===== src/rtl/errinj_pkg.sv =====
package errinj_pkg;

  typedef enum logic [2:0] {
    SLOT_DATA = 3'd0,
    SLOT_F    = 3'd1,
    SLOT_M    = 3'd2,
    SLOT_P    = 3'd3,
    SLOT_CP   = 3'd4,
    SLOT_FEBE = 3'd5,
    SLOT_XO   = 3'd6,
    SLOT_XO2  = 3'd7
  } slot_e;

  typedef enum logic [1:0] {
    FM_FBIT = 2'd0,
    FM_MBIT = 2'd1,
    FM_SEF  = 2'd2,
    FM_OOMF = 2'd3
  } fmode_e;

  localparam int NTYPE   = 4;
  localparam int TY_FRM  = 0;
  localparam int TY_PAR  = 1;
  localparam int TY_CPAR = 2;
  localparam int TY_FEBE = 3;

  // strobes from control to datapath, valid for the current bit
  typedef struct packed {
    logic flipF;
    logic flipM;
    logic flipP;
    logic flipC;
    logic zeroC4;
  } strobe_t;

endpackage


===== src/rtl/errinj_reqsrc.sv =====
module errinj_reqsrc #(
  parameter int SYNC_STAGES = 2
) (
  input  logic clk,
  input  logic rstN,
  input  logic pinSel,
  input  logic strobe,
  input  logic pinAsync,
  output logic reqPulse
);
  logic [SYNC_STAGES-1:0] syncQ;
  logic lastQ;

  always_ff @(posedge clk or negedge rstN) begin
    if (!rstN) begin
      syncQ <= '0;
      lastQ <= 1'b0;
    end else begin
      syncQ <= {syncQ[SYNC_STAGES-2:0], pinAsync};
      lastQ <= syncQ[SYNC_STAGES-1];
    end
  end

  // only a rising edge of the synchronized pin is a request
  assign reqPulse = pinSel ? (syncQ[SYNC_STAGES-1] & ~lastQ) : strobe;

endmodule


===== src/rtl/errinj_ctrl.sv =====
module errinj_ctrl
  import errinj_pkg::*;
#(
  parameter int PEND_W = 2
) (
  input  logic             clk,
  input  logic             rstN,
  input  slot_e            slot,
  input  logic             frameStart,
  input  logic             subframeStart,
  input  logic [NTYPE-1:0] typeEn,
  input  logic [NTYPE-1:0] contMode,
  input  fmode_e           fmode,
  input  logic             reqPulse,
  output strobe_t          stb,
  output logic [NTYPE-1:0] pendFlag
);
  localparam logic [PEND_W-1:0] PEND_MAX = {PEND_W{1'b1}};

  logic [NTYPE-1:0] hasPend;
  logic [NTYPE-1:0] takeW;
  logic [NTYPE-1:0] hitW;

  // per-type waiting-request counters
  for (genvar i = 0; i < NTYPE; i++) begin : g_pend
    logic [PEND_W-1:0] cnt;
    logic accept;
    assign accept     = reqPulse & typeEn[i] & ~contMode[i];
    assign hasPend[i] = (cnt != '0);
    always_ff @(posedge clk or negedge rstN) begin
      if (!rstN) begin
        cnt <= '0;
      end else if (accept && !takeW[i]) begin
        if (cnt != PEND_MAX) cnt <= cnt + 1'b1;
      end else if (takeW[i] && !accept) begin
        cnt <= cnt - 1'b1;
      end
    end
  end

  // frame-wide window engines for the parity and block-error types
  for (genvar i = TY_PAR; i < NTYPE; i++) begin : g_win
    localparam slot_e TGT = (i == TY_PAR) ? SLOT_P : (i == TY_CPAR) ? SLOT_CP : SLOT_FEBE;
    logic actQ;
    logic actNow;
    assign actNow  = frameStart ? (typeEn[i] & (contMode[i] | hasPend[i])) : actQ;
    assign takeW[i] = frameStart & typeEn[i] & ~contMode[i] & hasPend[i];
    assign hitW[i]  = actNow & typeEn[i] & (slot == TGT);
    always_ff @(posedge clk or negedge rstN) begin
      if (!rstN) actQ <= 1'b0;
      else       actQ <= actNow;
    end
  end

  // framing engine
  logic       frmArm, takeFrm, hitF, hitM;
  logic       sefAct, sefNow;
  logic [1:0] oomfLeft, oomfLeftNow;
  logic       oomfHit, oomfHitNow;

  assign frmArm = typeEn[TY_FRM] & (contMode[TY_FRM] | hasPend[TY_FRM]);

  always_comb begin
    hitF        = 1'b0;
    hitM        = 1'b0;
    takeFrm     = 1'b0;
    sefNow      = sefAct;
    oomfLeftNow = oomfLeft;
    oomfHitNow  = oomfHit & ~frameStart;
    unique case (fmode)
      FM_FBIT: begin
        hitF    = frmArm && (slot == SLOT_F);
        takeFrm = hitF && !contMode[TY_FRM];
      end
      FM_MBIT: begin
        hitM    = frmArm && (slot == SLOT_M);
        takeFrm = hitM && !contMode[TY_FRM];
      end
      FM_SEF: begin
        if (subframeStart) begin
          sefNow  = frmArm;
          takeFrm = frmArm && !contMode[TY_FRM];
        end
        hitF = sefNow && typeEn[TY_FRM] && (slot == SLOT_F);
      end
      FM_OOMF: begin
        if (frameStart && (oomfLeft == 2'd0) && frmArm) begin
          oomfLeftNow = contMode[TY_FRM] ? 2'd1 : 2'd2;
          takeFrm     = !contMode[TY_FRM];
        end
        hitM = typeEn[TY_FRM] && (slot == SLOT_M) && (oomfLeftNow != 2'd0) && !oomfHitNow;
      end
      default: ;
    endcase
  end

  always_ff @(posedge clk or negedge rstN) begin
    if (!rstN) begin
      sefAct   <= 1'b0;
      oomfLeft <= 2'd0;
      oomfHit  <= 1'b0;
    end else begin
      sefAct   <= (fmode == FM_SEF) && sefNow;
      oomfLeft <= (fmode != FM_OOMF) ? 2'd0 : (hitM ? oomfLeftNow - 2'd1 : oomfLeftNow);
      oomfHit  <= (fmode == FM_OOMF) && (hitM || oomfHitNow);
    end
  end

  assign takeW[TY_FRM] = takeFrm;
  assign hitW[TY_FRM]  = hitF | hitM;

  assign stb.flipF  = hitF;
  assign stb.flipM  = hitM;
  assign stb.flipP  = hitW[TY_PAR];
  assign stb.flipC  = hitW[TY_CPAR];
  assign stb.zeroC4 = hitW[TY_FEBE];
  assign pendFlag   = hasPend;

endmodule


===== src/rtl/errinj_datapath.sv =====
module errinj_datapath
  import errinj_pkg::*;
(
  input  logic    clk,
  input  logic    rstN,
  input  logic    dataIn,
  input  strobe_t stb,
  output logic    dataOut
);
  logic flipAny;
  assign flipAny = stb.flipF | stb.flipM | stb.flipP | stb.flipC;

  always_ff @(posedge clk or negedge rstN) begin
    if (!rstN) dataOut <= 1'b0;
    else       dataOut <= (dataIn ^ flipAny) & ~stb.zeroC4;
  end
endmodule


===== src/rtl/ds3_err_injector.sv =====
module ds3_err_injector
  import errinj_pkg::*;
#(
  parameter int PEND_W      = 2,
  parameter int SYNC_STAGES = 2
) (
  input  logic       clk,
  input  logic       rstN,
  input  logic       dataIn,
  input  logic [2:0] slotCode,
  input  logic       frameStart,
  input  logic       subframeStart,
  input  logic [3:0] typeEn,
  input  logic [3:0] contMode,
  input  logic [1:0] framingMode,
  input  logic       reqFromPin,
  input  logic       reqStrobe,
  input  logic       reqPin,
  output logic       dataOut,
  output logic [3:0] pendFlag
);
  logic    reqPulse;
  strobe_t stb;

  errinj_reqsrc #(.SYNC_STAGES(SYNC_STAGES)) reqI (
    .clk(clk), .rstN(rstN), .pinSel(reqFromPin), .strobe(reqStrobe),
    .pinAsync(reqPin), .reqPulse(reqPulse)
  );

  errinj_ctrl #(.PEND_W(PEND_W)) ctrlI (
    .clk(clk), .rstN(rstN), .slot(slot_e'(slotCode)), .frameStart(frameStart),
    .subframeStart(subframeStart), .typeEn(typeEn), .contMode(contMode),
    .fmode(fmode_e'(framingMode)), .reqPulse(reqPulse), .stb(stb), .pendFlag(pendFlag)
  );

  errinj_datapath dpI (
    .clk(clk), .rstN(rstN), .dataIn(dataIn), .stb(stb), .dataOut(dataOut)
  );
endmodule


===== config.mk =====
export PLATFORM = sky130hd
export DESIGN_NAME = ds3_err_injector
export DESIGN_NICKNAME = d
export VERILOG_FILES = /design/src/rtl/errinj_pkg.sv /design/src/rtl/errinj_reqsrc.sv /design/src/rtl/errinj_ctrl.sv /design/src/rtl/errinj_datapath.sv /design/src/rtl/ds3_err_injector.sv
export SDC_FILE = /design/constraint.sdc
export NUM_CORES = 1
export LEC_CHECK = 0
export ABC_AREA = 1
export BUFFER_PORTS_ARGS = -buffer_cell sky130_fd_sc_hd__buf_4
export CORE_MARGIN = 8
export CORE_UTILIZATION = 45
export DETAILED_ROUTE_END_ITERATION = 12
export PLACE_DENSITY = 0.74
export SKIP_LAST_GASP = 1
export SYNTH_ARGS = -nofsm -noshare
export SYNTH_HDL_FRONTEND = slang
export SYNTH_SLANG_ARGS = --single-unit

===== constraint.sdc =====
create_clock -name clk -period 2.9 [get_ports clk]
set_clock_uncertainty 0.15 [all_clocks]
set_input_delay 0.145 -clock clk [delete_from_list [all_inputs] [get_ports clk]]
set_output_delay 0.145 -clock clk [all_outputs]
set_load 0.03 [all_outputs]

# Yosys cells after proc, flatten, opt, wreduce, memory -nomap -nowiden
# Index checks and enable logic that the tools add are counted.
# word_totals
inputBits	21
reg_bits	19
elab_cells	162
out_inout_bits	5
# classes
eq_ne	17
n_reduce_logical	48
muxes	30
n_bitwise	45
addsub	9
# op_table
op	n
$mux W2	18
$and A1 B1 Y1	30
$logic_and A1 B1 Y1	22
$ne A2 B2 Y1 const B	9
$reduce_bool A2 Y1	9
$logic_not A1 Y1	10
$sub A2 B1 Y2 const B	5
$mux W1	9
$add A2 B1 Y2 const B	4
$reduce_and A2 Y1	4
$not A1 Y1	7
$or A1 B1 Y1	7
$eq A3 B2 Y1 const B	2
$eq A3 B3 Y1 const B	2
$eq A2 B2 Y1 const B	2
$logic_not A2 Y1	2
$pmux W1 S2	2
$pmux W1 S4	1
$eq A3 B1 Y1 const B	1
$eq A2 B1 Y1 const B	1
$logic_or A1 B1 Y1	1
$xor A1 B1 Y1	1

# Longest topological paths before layout
# Gate-level depths: netlist of the first run.
# logic_depth
ltp_word	15
ltp_mapped	11
mapped_depth_nobuf	11

# Cells and area by module
# A second synthesis of the first run with hierarchy kept.
# hier_totals
cells_unflattened	173
area_unflattened_um2	1224.9
# by_module_without_submodules
module	seq_area_each_um2	instances	area_each_um2	cells_each
errinj_ctrl	375.4	1	1067.3	156
errinj_reqsrc	75.1	1	95.1	8
errinj_datapath	25.0	1	62.6	9

# Worst setup path before layout of the first run
# Ideal clock, no wire load.
# synth_path
path_type	reg2reg
from	register ctrlI.g_pend[0].cnt[0]
to	register ctrlI.oomfLeft[1]
path_stages_with_launch	11
setup_slack_ps	1439
arrival_ps	1192
path_buffers	0
path_cell_list	dfrtp_1 nor2_2 nand2_2 nand3_1 nand2_2 a21oi_4 inv_1 nand2_1 nand2_1 nand2_1 nor2_2
# synth_between
elab_chain_cells	12
word_cells_on_any_way	15
cone_classes	add/sub: 1; mux: 6; bitwise: 2; reduce/logical: 6
# synth_rtl
element	line	source
start: declaration	errinj_ctrl.sv:26	logic [PEND_W-1:0] cnt;
start signal: assignment	errinj_ctrl.sv:34	if (cnt != PEND_MAX) cnt <= cnt + 1'b1;
start signal: assignment	errinj_ctrl.sv:36	cnt <= cnt - 1'b1;
$reduce_bool A2 Y1 (*)	errinj_ctrl.sv:29	assign hasPend[i] = (cnt != '0);
$or A1 B1 Y1 (*)	errinj_ctrl.sv:61	assign frmArm = typeEn[TY_FRM] & (contMode[TY_FRM] | hasPend[TY_FRM]);
$and A1 B1 Y1 (*)	errinj_ctrl.sv:61	
$logic_and A1 B1 Y1	errinj_ctrl.sv:87	if (frameStart && (oomfLeft == 2'd0) && frmArm) begin
$mux W2	errinj_ctrl.sv:87	
$mux W2	errinj_ctrl.sv:70	unique case (fmode)
$reduce_bool A2 Y1	errinj_ctrl.sv:91	hitM = typeEn[TY_FRM] && (slot == SLOT_M) && (oomfLeftNow != 2'd0) && !oomfHitNow;
$logic_and A1 B1 Y1 (2 in a row)	errinj_ctrl.sv:91	
$pmux W1 S2	errinj_ctrl.sv:70	
$mux W2 (*) (2 in a row)	errinj_ctrl.sv:104	oomfLeft <= (fmode != FM_OOMF) ? 2'd0 : (hitM ? oomfLeftNow - 2'd1 : oomfLeftNow);
end signal: assignment	errinj_ctrl.sv:104	
end: declaration	errinj_ctrl.sv:58	logic [1:0] oomfLeft, oomfLeftNow;
# Every way passes the cells marked *; elsewhere a longest branch is shown, timed or not. The select of a mux whose other input is x is not followed.
# A chain may end at the register's enable or synchronous reset.

# Worst setup path after layout of the first run
# layout_path
from	register ctrlI.g_pend[1].cnt[0]
to	register dpI.dataOut
# layout_between
elab_chain_cells	10
# layout_rtl
element	line	source
start: declaration	errinj_ctrl.sv:26	
start signal: assignment	errinj_ctrl.sv:34	
start signal: assignment	errinj_ctrl.sv:36	
$reduce_bool A2 Y1	errinj_ctrl.sv:29	
$or A1 B1 Y1	errinj_ctrl.sv:46	assign actNow = frameStart ? (typeEn[i] & (contMode[i] | hasPend[i])) : actQ;
$and A1 B1 Y1	errinj_ctrl.sv:46	
$mux W1	errinj_ctrl.sv:46	
$and A1 B1 Y1 (2 in a row)	errinj_ctrl.sv:48	assign hitW[i] = actNow & typeEn[i] & (slot == TGT);
$or A1 B1 Y1 (2 in a row)	errinj_datapath.sv:11	assign flipAny = stb.flipF | stb.flipM | stb.flipP | stb.flipC;
$xor A1 B1 Y1	errinj_datapath.sv:15	else dataOut <= (dataIn ^ flipAny) & ~stb.zeroC4;
$and A1 B1 Y1	errinj_datapath.sv:15	
end signal: assignment	errinj_datapath.sv:15	
end: declaration	errinj_datapath.sv:8	output logic dataOut
# Every way passes these cells.

==> qor.txt, run 1 <==
Share of layout cells above drive strength 1: 24.7%
Worst-path clk slew: 0.12 ns
Final slew viol count: 0
YS warnings: 0
Startpoint Class: flop
Switching share of power: 43.0%
Leading area contributor after synthesis: dfrtp_1
EDFF count, synth: 0
Crit path DAT: 2.19 ns
Avg Inst Size Synth: 6.76 sq um
Clock sink total: 19
Die width: 69.8 um
First drt pass iteration count: 4
CTS Buf Count: 3
Critical path capture point type: flop
Fin. Hold Viols: 0
Fin Hold WS: 0.00823 ns
Yosys reg bits: 19
Min Tclk post-route: 2.08 ns
Initial core utilization: 47.3%
Placement Setup Slack: 1.32 ns
Htree depth: 1
Initial antenna violation count: 0
Worst setup path end: dpI.dataOut
RSZ-0062 raised after global routing: no
Critical path launch point: ctrlI.g_pend[1].cnt[0]
Max-cap viol count: 0
Inst Count DP: 248
Status: finished clean
R2r setup slk: 0.82 ns
Nets: 249
Post CTS Setup Buffer Count: 0
Largest net degree at the start of global routing: 20
Leak: 0.916 nW
P_int: 0.566 mW
Max Root-Sink Buffers: 2
Flop pwr share: 38.9%
Root buf cell: clkbuf_4
Most common cell in the netlist: nand2_1
# IOs: 26
Hold_buf cts: 6
Post-Synthesis Cells: 193
Sequential fraction of the synthesis area: 36.5%
GRT Util Overall: 11.4%
Antenna cells: 0
Vias in the first global route: 1146
WL/cell: 10.7 um
Pwr per Cell Area: 615 nW/um^2
First-pass GRT wire length: 4.76 mm
Worst vdd ir: 0.528 mV
Area delta synth->final: 23.7%
Post-synthesis cell area: 1300 sq um
Worst slew pin tran: 0.258 ns
Synth async-reset ratio: 100%
Reg-to-reg startpoint: ctrlI.g_pend[1].cnt[0]
Final period utilization: 71.8%
Final ANT Viol Nets: 0
Die height: 69.8 um
Register Area: 475 sq um
Count of cell types in the netlist: 25
Net Switching: 0.427 mW
CTS tree: built
Final HPWL DP: 2.22 mm
CP max FO: 3
Global route overflow: 0
Final TNS setup: 0 ns
Area of the multi-input gates: 697 sq um
Placer Congestion: 0.879
Reg2Reg Capture Point: dpI.dataOut
CTS resizes: 0
Setup ws final: 0.817 ns
Final Power: 0.992 mW
Power share of the combinational group: 46.4%
Clk Latency, worst-skew pair: 0.31 ns
Post-synth top cells: 63 x nand2_1, 27 x inv_1, 20 x nor2_1, 19 x dfrtp_1, 16 x nand3_1
FP Rows: 19
Synth top area share: 36.5%
# DRC: 0
Routed vias: 1239
Max Fclk: 480 MHz
PortBufs: 25
Final setup vio count: 0
Worst r2r path cells: 10
Worst relative slew slack: 82.8%
HP Class: input port to flop
WP data required: 3.00 ns
CP Class: flop to flop
Final non-filler cell total: 258
Area of the die: 4880 sq um
Core Footprint: 2760 sq um
Top cells by area, synth: dfrtp_1 36%, nand2_1 18%, inv_1 7.8%
Final wirelength: 2.77 mm
Vias per Instance: 4.80
Filler cells: 273
Main flop type after synthesis: dfrtp_1
Synthesized Nets: 214
DRT iter0 DRCs: 61
Clock power frac: 14.7%
[power by group through the flow]
stage               clock (mW)  combinational [mW]  sequential [mW]
floorplan                    0               0.328            0.385
global placement             0               0.451            0.392
detailed placement           0               0.457            0.392
CTS                      0.151               0.465            0.387
global route             0.157               0.518            0.398
finish                   0.146               0.460            0.386
[cell families after synthesis]
logic type | synth area share (%)
simple gates | 44.9
xor+xnor | 3.36
compound gates | 5.18
buf+inv | 10.1
flops | 36.5
[layout by cell type, fill, tap and decap left out, types with 2 or more instances in the layout]
cell            n
buf_4          25
dfrtp_1        19
nand2_2         5
nand4_1         4
nor3_2          2
nand3_2         3
nor2_1         20
nand3_1        16
dlygate4sd3_1   6
nor2_2          7
clkbuf_4        3
a21oi_1         5
nand2_1        63
inv_1          27
inv_2           5
xor2_1          5
[worst max-delay path, stage by stage (launching register included)]
cell and delay [ns]:
dfrtp_1 0.42, nor2_1 0.19, nand2_1 0.07, a21oi_1 0.18, nor2_1 0.06, nor2_1 0.14, nand3_2 0.09, nand2_1 0.06
nand2_1 0.04, dlygate4sd3_1 0.54, nor2_1 0.08
[area by class of cell]
class                           instances  share of cell area, %
Timing Repair Buffer                   31                   15.4
Clock buffer                            3                   1.40
Multi-Input combinational cell        140                   43.2
Sequential cell                        19                   29.5
Inverter                               33                   7.68
Clock inverter                          1                  0.465
Tap cell                               31                   2.40
[flip-flops by register name (all words and copies together), names as in the netlist]
| register | count |
|---|---|
| reqI.syncQ | 2 |
| ctrlI.g_pend.cnt | 8 |
| ctrlI.oomfHit | 1 |
| ctrlI.sefAct | 1 |
| reqI.lastQ | 1 |
| ctrlI.oomfLeft | 2 |
| ctrlI.g_win.actQ | 3 |
| dpI.dataOut | 1 |
[worst min path at each step]
| stage | from | endpoint | slack [ns] | depth (start not counted) |
|---|---|---|---|---|
| 2_1_floorplan | rstN | ctrlI.g_pend[0].cnt[0] | -0.30 | 0 |
| 3_3_place_gp | rstN | ctrlI.g_pend[2].cnt[1] | -0.11 | 1 |
| 3_5_place_dp | rstN | ctrlI.g_pend[2].cnt[1] | -0.11 | 1 |
| 4_1_cts | framingMode[0] | ctrlI.oomfLeft[1] | 0.0006 | 3 |
| 5_1_grt | framingMode[0] | ctrlI.oomfLeft[1] | 0.01 | 3 |
| 6_report | framingMode[0] | ctrlI.oomfLeft[1] | 0.008 | 3 |
[metrics by stage]
stage	area (sq um)	util, %
6_report	1610	58.5
5_1_grt	1610	58.5
4_1_cts	1610	58.5
3_5_place_dp	1520	55.2
3_3_place_gp	1520	55.2
2_1_floorplan	1300	-
[metal layers]
layer  global-route usage, %  routed length, um
met5                       0                  0
met4                    4.46                 45
met3                    2.72                131
met2                    20.4               1370
met1                    12.6               1220
No activity file was read; power rests on OpenSTA's default activity.
==> inputs of run 2 (changes only) <==
==> constraint.sdc (replaced) <==
create_clock -name clk -period 2.2 [get_ports clk]
set_clock_uncertainty 0.15 [all_clocks]
set_input_delay 0.11 -clock clk [delete_from_list [all_inputs] [get_ports clk]]
set_output_delay 0.11 -clock clk [all_outputs]
set_load 0.03 [all_outputs]
==> qor.txt, run 2 (synthesized netlist as in run 1, its figures left out) <==
Max Fclk: 486 MHz (+1.2%)
Die width: 69.8 um (unchanged)
Hold Path End: ctrlI.g_win[3].actQ
Worst Hold Depth: 3 (unchanged)
# DRC: 0 (unchanged)
Startpoint Class: flop
Die height: 69.8 um (unchanged)
First-pass GRT wire length: 4.77 mm (+0.27%)
Fin. Hold Viols: 0 (unchanged)
Clk Latency, worst-skew pair: 0.29 ns (-0.02 ns)
P_int: 0.759 mW (+34%)
Hold path start: contMode[3]
PortBufs: 25 (unchanged)
Global route overflow: 0 (unchanged)
Clock power frac: 13.1% (-1.6 points)
Worst r2r path cells: 10 (unchanged)
Fin Hold WS: 0.00769 ns (-0.000545 ns)
Worst slew pin tran: 0.248 ns (-0.00972 ns)
Final Power: 1.32 mW (+33%)
Critical path launch point: ctrlI.g_pend[0].cnt[0]
Final wirelength: 2.80 mm (+1.2%)
Max FFs per register: 8 (unchanged)
CTS tree: built
Area of the die: 4880 sq um (unchanged)
Share of layout cells above drive strength 1: 24.8% (+0.11 points)
Max-cap viol count: 0 (unchanged)
GRT Util Overall: 11.3% (-0.081 points)
FP Rows: 19 (unchanged)
Reg2Reg Capture Point: dpI.dataOut
Post CTS Setup Buffer Count: 0 (unchanged)
Routed vias: 1231 (-0.65%)
Reg-to-reg startpoint: ctrlI.g_pend[0].cnt[0]
R2r setup slk: 0.14 ns (-0.67 ns)
Placed inst area: 1520 sq um (unchanged)
WP data required: 2.27 ns (-0.73 ns)
Initial core utilization: 47.3% (unchanged)
Final period utilization: 93.5% (+22 points)
Min Tclk post-route: 2.06 ns (-0.0256 ns)
Most frequent cells in the layout: 63 x nand2_1, 27 x inv_1, 25 x buf_4
Flop pwr share: 39.7% (+0.8 points)
Antenna cells: 0 (unchanged)
# IOs: 26 (unchanged)
Htree depth: 1 (unchanged)
Final HPWL DP: 2.23 mm (+0.49%)
Area delta synth->final: 26.5%
Final ANT Viol Nets: 0 (unchanged)
Nets: 252 (+1.2%)
Core Footprint: 2760 sq um (unchanged)
HP Class: input port to flop
Placer Congestion: 0.880 (about the same)
WL/cell: 10.7 um (about the same)
Final slew viol count: 0 (unchanged)
Crit path DAT: 2.13 ns (-0.06 ns)
Critical path capture point type: flop
Most flop-heavy register: ctrlI.g_pend.cnt
Switching share of power: 42.5% (-0.53 points)
Worst-path clk slew: 0.11 ns (about the same)
Vias per Instance: 4.72 (-1.8%)
Initial antenna violation count: 0 (unchanged)
Largest registers: ctrlI.g_pend.cnt (8), ctrlI.g_win.actQ (3)
Filler cells: 276 (+1.1%)
CP Class: flop to flop
Worst vdd ir: 0.770 mV (+46%)
CP max FO: 4 (+1)
Cell area after layout: 1650 sq um (+2.2%)
Vias in the first global route: 1176 (+2.6%)
Max Root-Sink Buffers: 2 (unchanged)
Clock sink total: 19 (unchanged)
First drt pass iteration count: 4 (unchanged)
Net Switching: 0.560 mW (+31%)
Worst relative slew slack: 83.5% (+0.65 points)
Root buf cell: clkbuf_4
Pwr per Cell Area: 800 nW/um^2 (+30%)
Power share of the combinational group: 47.3% (+0.9 points)
Status: finished clean
CTS Buf Count: 3 (unchanged)
DRT iter0 DRCs: 40 (-34%)
Largest net degree at the start of global routing: 20 (unchanged)
Commonest non-fill, non-tap cell in the layout: nand2_1
Final setup vio count: 0 (unchanged)
Leak: 0.929 nW (+1.5%)
==> run 2: changes by cell type in the layout (fill, tap and decap cells not counted), sizes merged <==
cell	before	now
clkbuf	3	4
clkinvlp	1	0
dlygate4sd3	6	9
==> run 2: worst max path at each step <==
stage | to
global route | dpI.dataOut
floorplan | ctrlI.oomfLeft[1]
global placement | ctrlI.g_pend[0].cnt[1]
CTS | dpI.dataOut
finish | dpI.dataOut
detailed placement | ctrlI.oomfLeft[1]
==> run 2: timing repair <==
item	CTS	global route
hold buffers	9	0
hold endpoints to repair	27	0
resized for setup	0	3
setup endpoints to repair	0	1
==> run 2: layout make-up <==
type / instances / area [sq um] / area share [%]
flip-flops and latches: 19 / 475 / 28.8
well taps: 31 / 38.8 / 2.35
repair buffers: 34 / 278 / 16.8
inverters: 33 / 124 / 7.51
clock buffers: 4 / 26.3 / 1.59
multi-input cells: 140 / 707 / 42.9
==> run 2: metrics by stage <==
step	utilization, %	instances	worst slack, ns	setup TNS [ns]
final	59.8	261	0.142	0
after detailed placement	55.2	248	0.601	0
after CTS	59.4	261	0.113	0
after floorplan	-	193	0.739	0
after global placement	55.2	248	0.656	0
after global routing	59.8	261	-0.0176	-0.0176
==> run 2: routing by layer <==
layer	vias up	part of all wire (%)	track usage (%)
li1	666	-	-
met1	551	46	12.7
met2	12	50	20.3
met3	2	2.7	3.43
met4	0	0.96	2.68
met5	-	0	0
==> run 2: power by group through the flow <==
stage	Combinational, mW	Clock (mW)	Sequential, mW
6_report	0.623	0.173	0.523
3_3_place_gp	0.594	0	0.516
5_1_grt	0.694	0.193	0.537
4_1_cts	0.620	0.182	0.511
2_1_floorplan	0.432	0	0.508
3_5_place_dp	0.602	0	0.519
==> run 2: worst max-delay path: stages (launching register included) <==
cell	delay, ns
dfrtp_1	0.45
nor2_4	0.16
nand2_2	0.10
nand3_1	0.09
nand2_2	0.06
a21oi_4	0.16
nand3_2	0.10
nand2_1	0.06
nand2_1	0.04
dlygate4sd3_1	0.54
nor2_1	0.08
==> inputs of run 3 (changes only) <==
==> constraint.sdc (replaced) <==
create_clock -name clk -period 2.2 [get_ports clk]
set_clock_uncertainty 0.15 [all_clocks]
set_input_delay 0.33 -clock clk [delete_from_list [all_inputs] [get_ports clk]]
set_output_delay 0.33 -clock clk [all_outputs]
set_load 0.03 [all_outputs]
==> qor.txt, run 3 (synthesized netlist as in run 1, its figures left out) <==
Worst slew pin tran: 0.250 ns (+0.00199 ns)
First-pass GRT wire length: 5.01 mm (+4.9%)
WP data required: 1.72 ns (-0.55 ns)
Cell chain of the critical path: nor2_1 > inv_1 > buf_4
Final slew viol count: 0 (unchanged)
Nets: 245 (-2.8%)
CTS resizes: 0 (unchanged)
Largest registers: ctrlI.g_pend.cnt (8), ctrlI.g_win.actQ (3)
Worst Hold Depth: 4 (+1)
GRT Util Overall: 11.9% (+0.52 points)
Max Root-Sink Buffers: 2 (unchanged)
CTS Buf Count: 3 (unchanged)
Most flop-heavy register: ctrlI.g_pend.cnt
Net Switching: 0.549 mW (-2.0%)
Vias in the first global route: 1185 (+0.77%)
Reg2Reg Capture Point: ctrlI.oomfLeft[1]
Critical path capture point type: output port
Root buf cell: clkbuf_4
# DRC: 0 (unchanged)
Power share of the combinational group: 46.8% (-0.5 points)
Antenna cells: 0 (unchanged)
Min Tclk post-route: 1.66 ns (-0.395 ns)
Global route overflow: 0 (unchanged)
Share of layout cells above drive strength 1: 24.7% (-0.12 points)
CP max stage delay: 0.42 ns (-0.12 ns)
Final TNS setup: 0 ns (unchanged)
Hold_buf cts: 2 (-7)
PortBufs: 25 (unchanged)
Flop pwr share: 39.4% (-0.3 points)
Most frequent cells in the layout: 63 x nand2_1, 27 x inv_1, 25 x buf_4
Setup ws final: 0.538 ns (+0.395 ns)
RSZ-0062 raised after global routing: no
R2r setup slk: 0.58 ns (+0.44 ns)
Worst r2r path cells: 10 (unchanged)
Max Fclk: 602 MHz (+24%)
Register Area: 475 sq um (unchanged)
Initial core utilization: 47.3% (unchanged)
Area delta synth->final: 20.3%
Hold path start: dataIn
HP Class: input port to flop
Final period utilization: 75.6% (-18 points)
Status: finished clean
Placed inst area: 1520 sq um (unchanged)
Htree depth: 1 (unchanged)
Worst-path clk slew: 0.11 ns (about the same)
Startpoint Class: flop
Reg-to-reg startpoint: ctrlI.g_pend[0].cnt[0]
CP max FO: 3 (-1)
Final core occ: 56.9% (-2.9 points)
Worst relative slew slack: 83.3% (-0.13 points)
Final ANT Viol Nets: 0 (unchanged)
Filler cells: 265 (-4.0%)
Clock power frac: 13.7% (+0.6 points)
FP Rows: 19 (unchanged)
Commonest non-fill, non-tap cell in the layout: nand2_1
Leak: 0.897 nW (-3.4%)
Clk Latency, worst-skew pair: 0.29 ns (about the same)
CP Class: flop to output port
Post CTS Setup Buffer Count: 0 (unchanged)
Die height: 69.8 um (unchanged)
Area of the multi-input gates: 697 sq um (-1.4%)
Fin Hold WS: 0.110 ns (+0.102 ns)
First drt pass iteration count: 4 (unchanged)
Hold Path End: dpI.dataOut
P_int: 0.742 mW (-2.2%)
Routed vias: 1195 (-2.9%)
Core Footprint: 2760 sq um (unchanged)
Vias per Instance: 4.70 (-0.25%)
DRT iter0 DRCs: 60 (+50%)
Cell area after layout: 1570 sq um (-4.9%)
Final HPWL DP: 2.23 mm (about the same)
Crit path DAT: 1.18 ns (-0.95 ns)
Max FFs per register: 8 (unchanged)
Slowest CP cell: dfrtp_1
Pwr per Cell Area: 823 nW/um^2 (+2.9%)
Die width: 69.8 um (unchanged)
Final setup vio count: 0 (unchanged)
WL/cell: 10.9 um (+1.7%)
Worst vdd ir: 0.871 mV (+13%)
Area of the die: 4880 sq um (unchanged)
Switching share of power: 42.5% (+0.044 points)
Clock sink total: 19 (unchanged)
Fin. Hold Viols: 0 (unchanged)
# IOs: 26 (unchanged)
Max-cap viol count: 0 (unchanged)
Placement Setup Slack: 0.590 ns (-0.0116 ns)
Placer Congestion: 0.859 (-2.3%)
CTS tree: built
Largest net degree at the start of global routing: 20 (unchanged)
Initial antenna violation count: 0 (unchanged)
Final wirelength: 2.77 mm (-1.0%)
## run 3: cell types whose count changed in the layout (fill, tap and decap cells not counted)
cell and delta:
nor2_2 -1, dlygate4sd3_1 -7, nor2_4 -1, nor2_1 +2
## run 3: metrics by stage
step / instances / total power [mW]
after floorplan: 193 / 0.940
after global placement: 248 / 1.11
after detailed placement: 248 / 1.12
after CTS: 254 / 1.30
after global routing: 254 / 1.40
final: 254 / 1.29
## run 3: power groups by stage
stage	combinational (mW)	clock, mW	sequential, mW
finish	0.604	0.177	0.509
global route	0.674	0.198	0.525
CTS	0.607	0.187	0.511
detailed placement	0.600	0	0.518
global placement	0.596	0	0.516
floorplan	0.432	0	0.508
## run 3: worst max path at each step
stage	from	endpoint	slack [ns]	cells past startpoint
2_1_floorplan	ctrlI.g_pend[0].cnt[0]	ctrlI.oomfLeft[1]	0.74	10
3_3_place_gp	ctrlI.g_pend[0].cnt[0]	ctrlI.oomfLeft[1]	0.63	10
3_5_place_dp	ctrlI.g_pend[0].cnt[0]	ctrlI.oomfLeft[1]	0.59	10
4_1_cts	ctrlI.g_pend[1].cnt[0]	pendFlag[1]	0.53	3
5_1_grt	ctrlI.g_pend[0].cnt[0]	ctrlI.oomfLeft[1]	0.40	10
6_report	ctrlI.g_pend[2].cnt[0]	pendFlag[2]	0.54	3
## run 3: final cells by class
| type | instances | area share [%] |
|---|---|---|
| Sequential cell | 19 | 30.3 |
| Tap cell | 31 | 2.47 |
| Clock buffer | 4 | 1.67 |
| Multi-Input combinational cell | 140 | 44.4 |
| Inverter | 33 | 7.89 |
| Timing Repair Buffer | 27 | 13.2 |
## run 3: metal layers
| metal | track usage (%) | wire, um | share of wire [%] |
|---|---|---|---|
| met1 | 14.0 | 1270 | 46 |
| met2 | 20.7 | 1390 | 50 |
| met3 | 3.58 | 94 | 3.4 |
| met4 | 2.01 | 15 | 0.54 |
| met5 | 0 | 0 | 0 |
## run 3: critical path, delay by kind of cell (launching register included)
family	cells	cell delay, ns
flops	1	0.42
buf+inv	2	0.29
simple gates	1	0.18
